[src/rtl/serfifo_pkg.sv]
package serfifo_pkg;
  parameter int DataW = 32;
  parameter int AddrW = 6;
  parameter int ThrW  = 4;

  localparam logic [AddrW-1:0] OffCtrl = AddrW'(8'h00);
  localparam logic [AddrW-1:0] OffFctl = AddrW'(8'h04);
  localparam logic [AddrW-1:0] OffStat = AddrW'(8'h08);
  localparam logic [AddrW-1:0] OffIen  = AddrW'(8'h0C);
  localparam logic [AddrW-1:0] OffIst  = AddrW'(8'h10);
  localparam logic [AddrW-1:0] OffData = AddrW'(8'h14);

  localparam int BitEn      = 0;
  localparam int BitTxFlush = 12;
  localparam int TxThrLsb   = 8;
  localparam int BitRxFlush = 4;
  localparam int RxThrLsb   = 0;
  localparam int BitRne     = 0;
  localparam int BitOvr     = 0;
  localparam int BitRxCmp   = 3;
  localparam int BitTxCmp   = 4;
  localparam int BitRxLvl   = 9;

  typedef struct packed {
    logic             txPush;
    logic             rxPop;
    logic             txFlush;
    logic             rxFlush;
    logic [DataW-1:0] wdata;
  } fifoStrobe_t;

  typedef struct packed {
    logic rxOverrun;
    logic rxHitThr;
    logic txHitThr;
    logic rxAboveThr;
    logic rxNotEmpty;
  } fifoEvent_t;
endpackage

[src/rtl/serfifo_buf.sv]
module serfifo_buf #(
  parameter int Depth = 8,
  parameter int Width = 32,
  localparam int PtrW = (Depth > 1) ? $clog2(Depth) : 1,
  localparam int CntW = $clog2(Depth + 1)
) (
  input  logic             clk,
  input  logic             rstN,
  input  logic             flush,
  input  logic             push,
  input  logic [Width-1:0] pushData,
  input  logic             pop,
  output logic [Width-1:0] popData,
  output logic [CntW-1:0]  count,
  output logic             full,
  output logic             empty
);
  logic [Width-1:0] mem [Depth];
  logic [PtrW-1:0]  wrPtr, rdPtr;

  function automatic logic [PtrW-1:0] nextPtr(input logic [PtrW-1:0] p);
    return (p == PtrW'(Depth - 1)) ? '0 : p + 1'b1;
  endfunction

  assign full    = (count == CntW'(Depth));
  assign empty   = (count == '0);
  assign popData = empty ? '0 : mem[rdPtr];

  always_ff @(posedge clk) begin
    if (push) mem[wrPtr] <= pushData;
  end

  always_ff @(posedge clk or negedge rstN) begin
    if (!rstN) begin
      wrPtr <= '0;
      rdPtr <= '0;
      count <= '0;
    end else if (flush) begin
      wrPtr <= '0;
      rdPtr <= '0;
      count <= '0;
    end else begin
      if (push) wrPtr <= nextPtr(wrPtr);
      if (pop)  rdPtr <= nextPtr(rdPtr);
      case ({push, pop})
        2'b10:   count <= count + 1'b1;
        2'b01:   count <= count - 1'b1;
        default: count <= count;
      endcase
    end
  end


  push_when_full_chk: assert property (@(posedge clk) disable iff (!rstN)
    push |-> !full);

  pop_when_empty_chk: assert property (@(posedge clk) disable iff (!rstN)
    pop |-> !empty);

  count_range_chk: assert property (@(posedge clk) disable iff (!rstN)
    count <= CntW'(Depth));
endmodule

[src/rtl/serfifo_dpath.sv]
module serfifo_dpath
  import serfifo_pkg::*;
#(
  parameter int Depth = 8
) (
  input  logic             clk,
  input  logic             rstN,
  input  fifoStrobe_t      strb,
  input  logic             enable,
  input  logic [ThrW-1:0]  txThr,
  input  logic [ThrW-1:0]  rxThr,
  input  logic             txTake,
  input  logic             rxValid,
  input  logic [DataW-1:0] rxWord,
  output logic [DataW-1:0] txWord,
  output logic             txValid,
  output logic [DataW-1:0] rxHead,
  output fifoEvent_t       evt
);
  localparam int CntW = $clog2(Depth + 1);
  localparam int CmpW = (CntW > ThrW) ? CntW + 1 : ThrW + 1;

  logic [CntW-1:0] txCount, rxCount;
  logic txFull, txEmpty, rxFull, rxEmpty;
  logic txPushOk, txPopOk, rxPushOk, rxPopOk;

  assign txPushOk = strb.txPush & ~txFull & ~strb.txFlush;
  assign txPopOk  = txTake & enable & ~txEmpty & ~strb.txFlush;
  assign rxPushOk = rxValid & enable & ~rxFull & ~strb.rxFlush;
  assign rxPopOk  = strb.rxPop & ~rxEmpty & ~strb.rxFlush;
  assign txValid  = enable & ~txEmpty;

  serfifo_buf #(.Depth(Depth), .Width(DataW)) u_txBuf (
    .clk(clk), .rstN(rstN), .flush(strb.txFlush),
    .push(txPushOk), .pushData(strb.wdata),
    .pop(txPopOk), .popData(txWord),
    .count(txCount), .full(txFull), .empty(txEmpty)
  );

  serfifo_buf #(.Depth(Depth), .Width(DataW)) u_rxBuf (
    .clk(clk), .rstN(rstN), .flush(strb.rxFlush),
    .push(rxPushOk), .pushData(rxWord),
    .pop(rxPopOk), .popData(rxHead),
    .count(rxCount), .full(rxFull), .empty(rxEmpty)
  );

  always_comb begin
    evt.rxOverrun  = rxValid & enable & rxFull & ~strb.rxFlush;
    evt.rxHitThr   = rxPushOk & ~rxPopOk &
                     ((CmpW'(rxCount) + CmpW'(1)) == CmpW'(rxThr));
    evt.txHitThr   = txPopOk & ~txPushOk &
                     ((CmpW'(txCount) - CmpW'(1)) == CmpW'(txThr));
    evt.rxAboveThr = (rxThr != '0) & (CmpW'(rxCount) >= CmpW'(rxThr));
    evt.rxNotEmpty = ~rxEmpty;
  end


  tx_flush_chk: assert property (@(posedge clk) disable iff (!rstN)
    strb.txFlush |=> (txCount == '0));

  rx_flush_chk: assert property (@(posedge clk) disable iff (!rstN)
    strb.rxFlush |=> (rxCount == '0));

  tx_idle_hold_chk: assert property (@(posedge clk) disable iff (!rstN)
    (!enable && !strb.txPush && !strb.txFlush) |=> $stable(txCount));

  rx_idle_hold_chk: assert property (@(posedge clk) disable iff (!rstN)
    (!enable && !strb.rxPop && !strb.rxFlush) |=> $stable(rxCount));
endmodule

[src/rtl/serfifo_ctrl.sv]
module serfifo_ctrl
  import serfifo_pkg::*;
(
  input  logic             clk,
  input  logic             rstN,
  input  logic             busSel,
  input  logic             busWr,
  input  logic [AddrW-1:0] busAddr,
  input  logic [DataW-1:0] busWdata,
  output logic [DataW-1:0] busRdata,
  input  logic [DataW-1:0] rxHead,
  input  fifoEvent_t       evt,
  output fifoStrobe_t      strb,
  output logic             enable,
  output logic [ThrW-1:0]  txThr,
  output logic [ThrW-1:0]  rxThr,
  output logic             irqOut
);
  logic wrSel, rdSel;
  logic ieRc, ieOv;
  logic rcFlag, ovFlag, tcFlag;
  logic wrCtrl, wrFctl, wrIen, wrIst;

  assign wrSel  = busSel & busWr;
  assign rdSel  = busSel & ~busWr;
  assign wrCtrl = wrSel & (busAddr == OffCtrl);
  assign wrFctl = wrSel & (busAddr == OffFctl);
  assign wrIen  = wrSel & (busAddr == OffIen);
  assign wrIst  = wrSel & (busAddr == OffIst);

  always_comb begin
    strb.txPush  = wrSel & (busAddr == OffData);
    strb.rxPop   = rdSel & (busAddr == OffData);
    strb.txFlush = wrFctl & busWdata[BitTxFlush];
    strb.rxFlush = wrFctl & busWdata[BitRxFlush];
    strb.wdata   = busWdata;
  end

  always_ff @(posedge clk or negedge rstN) begin
    if (!rstN) begin
      enable <= 1'b0;
      txThr  <= '0;
      rxThr  <= '0;
      ieRc   <= 1'b0;
      ieOv   <= 1'b0;
    end else begin
      if (wrCtrl) enable <= busWdata[BitEn];
      if (wrFctl) begin
        txThr <= busWdata[TxThrLsb +: ThrW];
        rxThr <= busWdata[RxThrLsb +: ThrW];
      end
      if (wrIen) begin
        ieRc <= busWdata[BitRxCmp];
        ieOv <= busWdata[BitOvr];
      end
    end
  end

  always_ff @(posedge clk or negedge rstN) begin
    if (!rstN) begin
      rcFlag <= 1'b0;
      ovFlag <= 1'b0;
      tcFlag <= 1'b0;
    end else begin
      rcFlag <= evt.rxHitThr  | (rcFlag & ~(wrIst & busWdata[BitRxCmp]));
      ovFlag <= evt.rxOverrun | (ovFlag & ~(wrIst & busWdata[BitOvr]));
      tcFlag <= evt.txHitThr  | (tcFlag & ~(wrIst & busWdata[BitTxCmp]));
    end
  end

  assign irqOut = (rcFlag & ieRc) | (ovFlag & ieOv);

  always_comb begin
    busRdata = '0;
    case (busAddr)
      OffCtrl: busRdata[BitEn] = enable;
      OffFctl: begin
        busRdata[TxThrLsb +: ThrW] = txThr;
        busRdata[RxThrLsb +: ThrW] = rxThr;
      end
      OffStat: busRdata[BitRne] = evt.rxNotEmpty;
      OffIen: begin
        busRdata[BitRxCmp] = ieRc;
        busRdata[BitOvr]   = ieOv;
      end
      OffIst: begin
        busRdata[BitRxLvl] = evt.rxAboveThr;
        busRdata[BitTxCmp] = tcFlag;
        busRdata[BitRxCmp] = rcFlag;
        busRdata[BitOvr]   = ovFlag;
      end
      OffData: busRdata = rxHead;
      default: busRdata = '0;
    endcase
  end


  ovr_flag_chk: assert property (@(posedge clk) disable iff (!rstN)
    evt.rxOverrun |=> ovFlag);

  rxcmp_flag_chk: assert property (@(posedge clk) disable iff (!rstN)
    evt.rxHitThr |=> rcFlag);

  txcmp_flag_chk: assert property (@(posedge clk) disable iff (!rstN)
    evt.txHitThr |=> tcFlag);

  ovr_clear_chk: assert property (@(posedge clk) disable iff (!rstN)
    (wrIst && busWdata[BitOvr] && !evt.rxOverrun) |=> !ovFlag);

  irq_gate_chk: assert property (@(posedge clk) disable iff (!rstN)
    irqOut |-> (ieRc || ieOv));
endmodule

[src/rtl/serfifo_top.sv]
module serfifo_top
  import serfifo_pkg::*;
#(
  parameter int Depth = 8
) (
  input  logic             clk,
  input  logic             rstN,
  input  logic             busSel,
  input  logic             busWr,
  input  logic [AddrW-1:0] busAddr,
  input  logic [DataW-1:0] busWdata,
  output logic [DataW-1:0] busRdata,
  output logic [DataW-1:0] txWord,
  output logic             txValid,
  input  logic             txTake,
  input  logic [DataW-1:0] rxWord,
  input  logic             rxValid,
  output logic             ctlEnable,
  output logic             irqOut
);
  fifoStrobe_t      strb;
  fifoEvent_t       evt;
  logic [ThrW-1:0]  txThr, rxThr;
  logic [DataW-1:0] rxHead;

  serfifo_ctrl u_ctrl (
    .clk(clk), .rstN(rstN), .busSel(busSel), .busWr(busWr),
    .busAddr(busAddr), .busWdata(busWdata), .busRdata(busRdata),
    .rxHead(rxHead), .evt(evt), .strb(strb), .enable(ctlEnable),
    .txThr(txThr), .rxThr(rxThr), .irqOut(irqOut)
  );

  serfifo_dpath #(.Depth(Depth)) u_dpath (
    .clk(clk), .rstN(rstN), .strb(strb), .enable(ctlEnable),
    .txThr(txThr), .rxThr(rxThr), .txTake(txTake),
    .rxValid(rxValid), .rxWord(rxWord), .txWord(txWord),
    .txValid(txValid), .rxHead(rxHead), .evt(evt)
  );
endmodule

[config.mk]
export PLATFORM = sky130hd
export DESIGN_NAME = serfifo_top
export DESIGN_NICKNAME = d
export VERILOG_FILES = /design/src/rtl/serfifo_pkg.sv /design/src/rtl/serfifo_buf.sv /design/src/rtl/serfifo_dpath.sv /design/src/rtl/serfifo_ctrl.sv /design/src/rtl/serfifo_top.sv
export SDC_FILE = /design/constraint.sdc
export NUM_CORES = 1
export LEC_CHECK = 0
export ABC_AREA = 1
export BUFFER_PORTS_ARGS = -buffer_cell sky130_fd_sc_hd__buf_4
export CAP_MARGIN = 20
export CORE_ASPECT_RATIO = 1.5
export CORE_MARGIN = 5
export CORE_UTILIZATION = 55
export DETAILED_ROUTE_END_ITERATION = 8
export MAX_ROUTING_LAYER = met4
export PLACE_DENSITY = 0.73
export SYNTH_ARGS = -nofsm -noshare
export SYNTH_HDL_FRONTEND = slang
export SYNTH_SLANG_ARGS = --single-unit
export TNS_END_PERCENT = 20
[constraint.sdc]
create_clock -name clk -period 11.34 [get_ports clk]
set_input_delay 0.567 -clock clk [delete_from_list [all_inputs] [get_ports clk]]
set_output_delay 0.567 -clock clk [all_outputs]
set_load 0.02 [all_outputs]
==> results.py, run 1 <==
metrics = {
    "status": {
        "status": "finished, final reports clean",
    },
    "final_layout": {
        "final_cell_area_um2": 25300,
        "fillers": 2942,
        "final_nets": 1965,
        "layout-drive-gt1-share": 0.160,
        "area_growth_pct": 14.4,
    },
    "synthesis": {
        "synthTopCellsByCount": "edfxtp_1 (512), nor2_1 (389), o21ai_0 (331)",
        "synth_area_leaders": "edfxtp_1 (69%), o21ai_0 (7.5%), nor2_1 (6.6%)",
        "muxShareOfSynthArea": 0.00203,
        "synth_top_family_by_area": "compound AO/OA/AOI/OAI gates",
        "synth_edf_count": 512,
        "synth-xor-area-share": 0.00514,
        "synthCells": 1749,
        "ys.flop_type": "edfxtp_1",
        "synth_warnings": 0,
        "avgSynthCellArea_um2": 12.7,
        "synth_simple_gate_area_frac": 0.0983,
        "ys_types": 46,
        "synth_fp_nets": 1844,
        "synthAdderAreaFrac": 0.0107,
        "async_reset_ff_frac": 0.0623,
        "yosysMostFrequentCell": "edfxtp_1",
        "ys_seq_area_frac": 0.733,
        "ys_seq_elements": 546,
        "synth.cell_area_um2": 22100,
        "synth_top_area_share": 0.694,
        "synth_compound_area_frac": 0.121,
        "yosys.area.top_type": "edfxtp_1",
    },
    "floorplan": {
        "floorplan.initialDensity": 0.553,
        "die_w_um": 174,
        "io_pins": 143,
        "std_cell_rows": 90,
        "core_area_um2": 40100,
        "dieHeight_um": 256,
        "die_area_um2": 44500,
    },
    "routing": {
        "totalWireLength_um": 49000,
        "num_vias": 14234,
        "first_pass_iters": 5,
        "drc_errors": 0,
        "vias_per_cell": 5.89,
        "antenna_left": 0,
        "drt_iter0_markers": 1255,
        "post_drt_wl_per_cell_um": 20.3,
    },
    "power_and_ir_drop": {
        "pwr-share-clk": 0.295,
        "seqPwrFrac": 0.437,
        "p_int_w": 0.00368,
        "power_leakage_nw": 8.74,
        "power_switching_w": 0.00173,
        "pwr-share-comb": 0.268,
        "vdd_drop_max_v": 0.000143,
        "p_total_w": 0.00541,
        "power_density_nw_per_um2": 214,
        "p_sw_frac": 0.320,
    },
    "sta": {
        "final.setup.tns_ns": 0,
        "holdWs_ns": 0.224,
        "tightest_slew_ns": 1.05,
        "fin_ws_ns": 7.12,
        "hold_violations": 0,
        "fin_skew_ns": 0.0297,
        "fin_crit_ns": 4.22,
        "slew_violations": 0,
        "setup_viol": 0,
        "maxSlewHeadroom": 0.300,
        "fmax_mhz": 237,
        "min_period_over_period": 0.372,
        "rsz0062_at_grt": "no",
    },
    "place": {
        "dp_hpwl_um": 28800,
        "pre_cts_ws_ns": 7.73,
        "gp_congestion": 0.797,
        "io_buffer_count": 142,
        "post_dp_cell_area_um2": 23800,
    },
    "setup_path": {
        "cp-end-kind": "output port",
        "critPathKind": "flip-flop to output port",
        "cp.arrival_ns": 3.65,
        "regToRegSetupSlack_ns": 8.20,
        "crit_required_ns": 10.77,
        "critPathLaunchType": "flip-flop",
        "critPathMaxFanout": 68,
    },
    "cts": {
        "insertion_delay_ns": 0.57,
        "cts_sinks": 546,
        "path_clk_slew_ns": 0.07,
        "cts_buffer_depth": 3,
        "cts_tree": "yes",
        "htreeDepth": 2,
        "clk_root_buffer_cell": "clkbuf_16",
        "cts_made_buffers": 49,
    },
    "global_routing": {
        "grt_pass1_vias": 14297,
        "grt_pass1_wl_um": 76000,
        "grt_max_degree": 111,
        "grt_overflow": 0,
        "grt_util_all_layers": 0.221,
        "antenna_found_initial": 2,
    },
    "job": {
        "cap_violations": 0,
    },
    "min_path": {
        "hold_class": "input port to flip-flop",
    },
}
## registers in the layout, summed over array words and instances, names as in the netlist, 3 cells and up
| register | count |
|---|---|
| u_dpath.u_txBuf.count | 4 |
| u_dpath.u_rxBuf.mem | 256 |
| u_dpath.u_rxBuf.rdPtr | 3 |
| u_dpath.u_rxBuf.count | 4 |
| u_ctrl.rxThr | 4 |
| u_dpath.u_txBuf.wrPtr | 3 |
| u_ctrl.txThr | 4 |
| u_dpath.u_txBuf.mem | 256 |
| u_dpath.u_rxBuf.wrPtr | 3 |
| u_dpath.u_txBuf.rdPtr | 3 |
## logic make-up (layout without fill, tap and decap cells)
family,Yosys count,count (layout)
AO/OA/AOI/OAI,484,484
XOR/XNOR,13,13
adder cells (fa/ha/maj),19,19
buffers and inverters,161,319
flip-flops,546,546
multiplexers,4,4
other,0,3
AND/OR/NAND/NOR,522,522
## final timing paths
path,end,depth (start not counted),startpoint
setup / recovery,txWord[0],7,u_dpath.u_txBuf.rdPtr[0]$_DFFE_PN0P_
hold / removal,u_dpath.u_rxBuf.mem[7][3]$_DFFE_PP_,1,rxWord[3]
setup reg to reg,u_dpath.u_txBuf.mem[0][29]$_DFFE_PP_,10,u_dpath.u_txBuf.count[0]$_DFFE_PN0P_
hold reg to reg,u_ctrl.tcFlag$_DFF_PN0_,2,u_ctrl.tcFlag$_DFF_PN0_
max in group asynchronous,u_dpath.u_txBuf.rdPtr[0]$_DFFE_PN0P_,2,rstN
min in group asynchronous,u_ctrl.ieOv$_DFFE_PN0P_,2,rstN
## metal layers
metal / up-vias / routed length (um) / share of wire / GRT usage
met5: - / 0 / 0 / -
met4: 0 / 1370 / 0.028 / 0.0753
met3: 93 / 3100 / 0.063 / 0.0389
met2: 493 / 26100 / 0.53 / 0.389
met1: 7010 / 18500 / 0.38 / 0.258
li1: 6638 / - / - / -
## repair_timing
action | CTS | global route
gates resized for setup | 0 | 0
setup endpoints to repair | 0 | 0
setup buffers | 0 | 0
endpoints found under the hold margin | 34 | 0
hold buffers | 1 | 0
## critical path, stage by stage (launching register included)
cell and delay [ns]:
dfrtp_4 0.72, inv_2 0.77, buf_4 0.63, o21ai_0 0.16
o22ai_1 0.14, o21ai_0 0.09, a31oi_1 0.30, buf_4 0.20
## stage by stage
step | util | cells
CTS | 0.632 | 2412
global placement | 0.592 | 2321
finish | 0.632 | 2416
global route | 0.632 | 2415
detailed placement | 0.593 | 2323
floorplan | - | 1749
## placed cells by master, fill, tap and decap left out, types with 4 or more instances in the layout
cell / instances
inv_2: 14
buf_4: 170
ha_1: 19
nand3_1: 22
nand2_1: 71
o21ai_0: 331
nor2_2: 4
dfrtp_1: 30
o22ai_1: 58
clkinv_1: 14
clkbuf_1: 9
clkbuf_16: 51
o221ai_1: 20
edfxtp_1: 512
a21oi_1: 5
clkinv_2: 6
nor2_4: 10
nor2_1: 381
nand2_2: 7
xnor2_1: 9
inv_1: 39
mux2_2: 4
nor3_2: 8
nand3b_1: 4
a31oi_1: 57
xor2_1: 4
## power by group through the flow
stage               Clock (W)  Combinational, W  Sequential [W]
floorplan                   0           0.00102         0.00234
global placement            0           0.00141         0.00240
detailed placement          0           0.00146         0.00241
CTS                   0.00162           0.00146         0.00236
global route          0.00171           0.00160         0.00237
finish                0.00160           0.00145         0.00237
## layout make-up
| type | instances | area [um2] | area share |
|---|---|---|---|
| Clock inverter | 25 | 209 | 0.00824 |
| Tap cell | 506 | 633 | 0.0250 |
| Sequential cell | 546 | 16200 | 0.640 |
| Timing Repair Buffer | 174 | 1340 | 0.0528 |
| Inverter | 57 | 218 | 0.00859 |
| Clock buffer | 63 | 1350 | 0.0533 |
| Multi-Input combinational cell | 1042 | 5360 | 0.211 |
| Antenna cell | 3 | 7.51 | 0.000296 |
Note: power is estimated with default switching activity, not from simulation.
==> run 2: changes to the inputs <==
==> constraint.sdc (replaced) <==
create_clock -name clk -period 4 [get_ports clk]
set_input_delay 0.2 -clock clk [delete_from_list [all_inputs] [get_ports clk]]
set_output_delay 0.2 -clock clk [all_outputs]
set_load 0.02 [all_outputs]
==> results.py, run 2 (synthesis gave the netlist of run 1 again) <==
metrics = {
    "sta": {
        "rsz0062_at_grt": "no",
        "setup_viol": 0,
        "fin_skew_ns": 0.0161,
        "maxSlewHeadroom": 0.281,
        "fin_crit_ns": 3.53,
        "min_period_over_period": 0.882,
        "tightest_slew_ns": 1.08,
        "slew_violations": 0,
        "fmax_mhz": 283,
        "hold_violations": 0,
        "final.setup.tns_ns": 0,
    },
    "power_and_ir_drop": {
        "power_density_nw_per_um2": 601,
        "vdd_drop_max_v": 0.000399,
        "power_leakage_nw": 9.03,
    },
    "routing": {
        "drt_iter0_markers": 1255,
        "drc_errors": 0,
        "vias_per_cell": 5.83,
        "first_pass_iters": 5,
        "post_drt_wl_per_cell_um": 20.1,
        "num_vias": 14452,
        "antenna_left": 0,
        "totalWireLength_um": 49900,
    },
    "floorplan": {
        "die_area_um2": 44500,
        "floorplan.initialDensity": 0.553,
        "dieHeight_um": 256,
        "io_pins": 143,
        "core_area_um2": 40100,
        "die_w_um": 174,
        "std_cell_rows": 90,
    },
    "final_layout": {
        "fillers": 2853,
        "final_common_cell": "edfxtp_1",
        "layout-drive-gt1-share": 0.156,
        "layout_common_cells": "edfxtp_1 (512), nor2_1 (381), o21ai_0 (331), buf_4 (170), nand2_1 (71)",
        "area_growth_pct": 17.6,
        "fin_cells": 2480,
        "reg.largest.list": "u_dpath.u_rxBuf.mem (256), u_dpath.u_txBuf.mem (256)",
        "final_nets": 2030,
    },
    "global_routing": {
        "grt_util_all_layers": 0.225,
        "antenna_found_initial": 4,
        "grt_pass1_wl_um": 78200,
        "grt_pass1_vias": 14598,
        "grt_overflow": 0,
        "grt_max_degree": 100,
    },
    "cts": {
        "htreeDepth": 2,
        "cts_made_buffers": 48,
        "path_clk_slew_ns": 0.07,
        "cts_sinks": 546,
        "clk_root_buffer_cell": "clkbuf_16",
        "post_cts_buffers": 0,
        "cts_tree": "yes",
        "ctsResizeCount": 0,
        "ctsHoldBuffers": 66,
        "insertion_delay_ns": 0.56,
        "cts_buffer_depth": 3,
    },
    "setup_path": {
        "critPathKind": "flip-flop to output port",
        "cp-end-kind": "output port",
        "path_cells": "clkinv_2 -> buf_12 -> o21ai_0 -> o221ai_1 -> nand3_1 -> o2111ai_1 -> buf_4",
        "critical-path-slowest-cell": "clkinv_2",
        "slowest_delay_ns": 0.72,
        "critPathLaunchType": "flip-flop",
        "cp.arrival_ns": 3.33,
        "crit_required_ns": 3.80,
        "critPathMaxFanout": 68,
    },
    "place": {
        "dp_hpwl_um": 29700,
        "gp_congestion": 0.837,
        "io_buffer_count": 142,
        "dp.cells": 2325,
    },
    "min_path": {
        "hold_class": "input port to flip-flop",
    },
    "job": {
        "cap_violations": 0,
    },
    "status": {
        "status": "finished, final reports clean",
    },
}
## run 2: changes by cell type in the layout (fill, tap and decap cells not counted)
cell           before  now
buf_6               1    0
clkinv_1           14    8
clkbuf_16          51   49
clkinv_8            1    0
inv_6               1    3
clkinvlp_4          2    3
clkbuf_8            3    0
diode_2             3    5
bufinv_16           3    7
dlygate4sd3_1       1   66
buf_12              2    4
clkinv_2            6    7
## run 2: power by group
group / switching [W] / total, W / internal (W)
clock: 0.00196 / 0.00466 / 0.00270
combinational: 0.00284 / 0.00438 / 0.00154
sequential: 0.000197 / 0.00662 / 0.00643
total: 0.00499 / 0.0157 / 0.0107
## run 2: worst max-delay path, delay by kind of cell (launching register included)
kind	cells	cell delay [ns]
and+or+nand+nor	1	0.16
AOI/OAI and AO/OA	3	0.51
buffers and inverters	3	1.40
DFF	1	0.65
## run 2: stage by stage
stage / total power (W) / cell area [um2] / utilization / hold slack, ns / setup WS (ns)
5_1_grt: 0.0164 / 26100 / 0.650 / 0.147 / 0.194
6_report: 0.0157 / 26100 / 0.650 / 0.103 / 0.470
2_1_floorplan: 0.00953 / 22200 / - / -0.0956 / 0.121
3_5_place_dp: 0.0111 / 23800 / 0.594 / 0.195 / 1.02
4_1_cts: 0.0157 / 26000 / 0.650 / 0.0788 / 0.423
3_3_place_gp: 0.0109 / 23800 / 0.593 / 0.188 / 1.08
## run 2: worst paths after layout
| path | depth (start not counted) | from | end | slack, ns |
|---|---|---|---|---|
| min in group asynchronous | 2 | rstN | u_dpath.u_rxBuf.count[0]$_DFFE_PN0P_ | 0.18 |
| max reg2reg | 14 | u_dpath.u_txBuf.count[0]$_DFFE_PN0P_ | u_dpath.u_txBuf.count[3]$_DFFE_PN0P_ | 1.08 |
| min | 5 | busAddr[3] | u_ctrl.enable$_DFFE_PN0P_ | 0.10 |
| max | 7 | u_dpath.u_rxBuf.rdPtr[0]$_DFFE_PN0P_ | busRdata[3] | 0.47 |
| min reg2reg | 2 | u_ctrl.tcFlag$_DFF_PN0_ | u_ctrl.tcFlag$_DFF_PN0_ | 0.49 |
| max in group asynchronous | 2 | rstN | u_dpath.u_txBuf.rdPtr[0]$_DFFE_PN0P_ | 3.45 |
## run 2: per-layer routing
metal	part of all wire	up-vias	track usage	wire, um
met5	0	-	-	0
met4	0.022	0	0.0658	1070
met3	0.061	86	0.0384	3060
met2	0.53	491	0.398	26200
met1	0.39	7106	0.267	19500
li1	-	6769	-	-
## run 2: final cells by class
class                      instances  area (um2)  area share
multi-input combinational       1042        5360       0.206
sequential                       546       16200       0.623
inverter                          57         218     0.00836
clock buffer                      58        1260      0.0484
antenna                            5        12.5    0.000480
timing repair buffer             240        2020      0.0774
clock inverter                    26         320      0.0123
tap                              506         633      0.0243
==> run 3: changes to the inputs <==
--- a/config.mk
+++ b/config.mk
@@ -10,10 +10,10 @@
 export CAP_MARGIN = 20
 export CORE_ASPECT_RATIO = 1.5
 export CORE_MARGIN = 5
-export CORE_UTILIZATION = 55
+export CORE_UTILIZATION = 46
 export DETAILED_ROUTE_END_ITERATION = 8
 export MAX_ROUTING_LAYER = met4
-export PLACE_DENSITY = 0.73
+export SETUP_SLACK_MARGIN = 0.5
 export SYNTH_ARGS = -nofsm -noshare
 export SYNTH_HDL_FRONTEND = slang
 export SYNTH_SLANG_ARGS = --single-unit
==> results.py, run 3 (synthesis gave the netlist of run 1 again) <==
metrics = {
    "sta": {
        "tightest_slew_ns": 0.857,
        "rsz0062_at_grt": "no",
        "fmax_mhz": 316,
        "min_period_over_period": 0.791,
        "setup_viol": 0,
        "final.setup.tns_ns": 0,
        "slew_violations": 0,
        "maxSlewHeadroom": 0.429,
        "fin_ws_ns": 0.838,
        "hold_violations": 0,
        "fin_skew_ns": 0.0152,
        "fin_crit_ns": 3.16,
    },
    "final_layout": {
        "reg.largest.list": "u_dpath.u_rxBuf.mem (256), u_dpath.u_txBuf.mem (256)",
        "final_common_cell": "edfxtp_1",
        "fillers": 3897,
        "fin_cells": 2585,
        "fin_util": 0.550,
        "area_growth_pct": 18.5,
        "layout_common_cells": "edfxtp_1 (512), nor2_1 (381), o21ai_0 (331), buf_4 (181), nand2_1 (71)",
        "final_nets": 2042,
        "final_cell_area_um2": 26200,
        "layout-drive-gt1-share": 0.160,
    },
    "global_routing": {
        "grt_util_all_layers": 0.200,
        "grt_pass1_vias": 14532,
        "grt_pass1_wl_um": 81400,
        "antenna_found_initial": 1,
        "grt_max_degree": 80,
        "grt_overflow": 0,
    },
    "routing": {
        "num_vias": 14319,
        "wl_met1_um": 20700,
        "totalWireLength_um": 52600,
        "drc_errors": 0,
        "post_drt_wl_per_cell_um": 20.3,
        "dr_wl_met2_um": 28200,
        "antenna_left": 0,
        "wl_met3_um": 2250,
        "first_pass_iters": 5,
        "vias_per_cell": 5.54,
        "drt_iter0_markers": 811,
        "routed.top_layer": "met4",
    },
    "floorplan": {
        "dieHeight_um": 279,
        "core_area_um2": 47700,
        "die_area_um2": 52700,
        "io_pins": 143,
        "std_cell_rows": 98,
        "floorplan.initialDensity": 0.464,
        "die_w_um": 189,
    },
    "cts": {
        "htreeDepth": 2,
        "clk_root_buffer_cell": "clkbuf_16",
        "cts_tree": "yes",
        "path_clk_slew_ns": 0.06,
        "ctsResizeCount": 0,
        "insertion_delay_ns": 0.57,
        "post_cts_buffers": 0,
        "cts_made_buffers": 50,
        "cts_buffer_depth": 3,
        "cts_sinks": 546,
    },
    "place": {
        "dp.cells": 2429,
        "pre_cts_ws_ns": 1.23,
        "post_dp_cell_area_um2": 24000,
        "gp_congestion": 0.804,
        "io_buffer_count": 142,
        "dp_hpwl_um": 31200,
    },
    "job": {
        "cap_violations": 0,
    },
    "power_and_ir_drop": {
        "power_density_nw_per_um2": 599,
        "seqPwrFrac": 0.423,
        "p_sw_frac": 0.320,
        "pwr-share-clk": 0.301,
        "p_int_w": 0.0107,
        "power_leakage_nw": 9.10,
        "power_switching_w": 0.00504,
        "vdd_drop_max_v": 0.000379,
        "pwr-share-comb": 0.276,
    },
    "setup_path": {
        "critPathMaxFanout": 52,
        "crit_required_ns": 3.80,
        "slowest_delay_ns": 0.70,
        "critical-path-top-delay-family": "buffers and inverters",
        "cp-end-kind": "output port",
        "critPathLaunchType": "flip-flop",
        "worst-path-buf-inv": 3,
        "worstReg2RegEnd": "u_dpath.u_rxBuf.mem[7][2]$_DFFE_PP_",
        "critical-path-slowest-cell": "dfrtp_4",
        "cp.arrival_ns": 2.96,
        "reg2regPathDepth": 10,
        "regToRegSetupSlack_ns": 1.27,
        "reg2reg_from": "u_dpath.u_rxBuf.count[0]$_DFFE_PN0P_",
        "path_cells": "inv_2 -> buf_4 -> o21ai_0 -> o22ai_1 -> o21ai_0 -> a31oi_1 -> buf_4",
        "critPathKind": "flip-flop to output port",
    },
    "status": {
        "status": "finished, final reports clean",
    },
    "min_path": {
        "min_from": "txTake",
        "hold_end": "u_dpath.u_txBuf.rdPtr[1]$_DFFE_PN0P_",
        "hold_class": "input port to flip-flop",
        "whs_path_depth": 5,
    },
}
[run 3: worst max-delay path by stage]
stage                                               from                                   to  slack (ns)  depth (start not counted)
finish              u_dpath.u_txBuf.rdPtr[0]$_DFFE_PN0P_                            txWord[6]        0.84                          7
detailed placement  u_dpath.u_rxBuf.count[0]$_DFFE_PN0P_  u_dpath.u_rxBuf.mem[7][2]$_DFFE_PP_        1.23                         10
global route        u_dpath.u_txBuf.rdPtr[0]$_DFFE_PN0P_                            txWord[6]        0.60                          7
floorplan           u_dpath.u_txBuf.count[0]$_DFFE_PN0P_  u_dpath.u_txBuf.mem[2][0]$_DFFE_PP_        0.12                          9
CTS                 u_dpath.u_txBuf.rdPtr[0]$_DFFE_PN0P_                            txWord[6]        0.77                          7
global placement    u_dpath.u_rxBuf.count[0]$_DFFE_PN0P_  u_dpath.u_rxBuf.mem[7][0]$_DFFE_PP_        1.35                         10
[run 3: timing repair]
action                                  in CTS  in global routing
hold buffers                                66                  0
endpoints found under the setup margin       0                  0
hold endpoints to repair                   553                  0
[run 3: worst min-delay path: cells and delay by family]
kind	cells	cell delay, ns
AOI/OAI and AO/OA	1	0.07
buffers and inverters	1	0.12
and+or+nand+nor	3	0.26
[run 3: power groups by stage]
stage                     sequential (W)  combinational [W]  clock (W)
after CTS                        0.00664            0.00441    0.00483
after global routing             0.00667            0.00484    0.00506
after floorplan                  0.00665            0.00288          0
after detailed placement         0.00676            0.00434          0
after global placement           0.00676            0.00427          0
final                            0.00664            0.00435    0.00473
[run 3: routing by layer]
layer,vias up,global-route usage
met3,91,0.0249
met1,7080,0.235
met5,-,-
li1,6786,-
met2,362,0.362
met4,0,0.0591
[run 3: stage by stage]
step,hold slack [ns],total power [W]
6_report,0.125,0.0157
5_1_grt,0.138,0.0166
4_1_cts,0.103,0.0159
3_5_place_dp,0.197,0.0111
3_3_place_gp,0.195,0.0110
2_1_floorplan,-0.0956,0.00953
[run 3: cell type report]
class / count / area (um2) / share of cell area
Antenna cell: 1 / 2.50 / 0.0000953
Inverter: 57 / 218 / 0.00829
Clock buffer: 62 / 1320 / 0.0502
Sequential cell: 546 / 16200 / 0.619
Timing Repair Buffer: 250 / 2080 / 0.0792
Multi-Input combinational cell: 1042 / 5360 / 0.204
Tap cell: 600 / 751 / 0.0286
Clock inverter: 27 / 287 / 0.0109
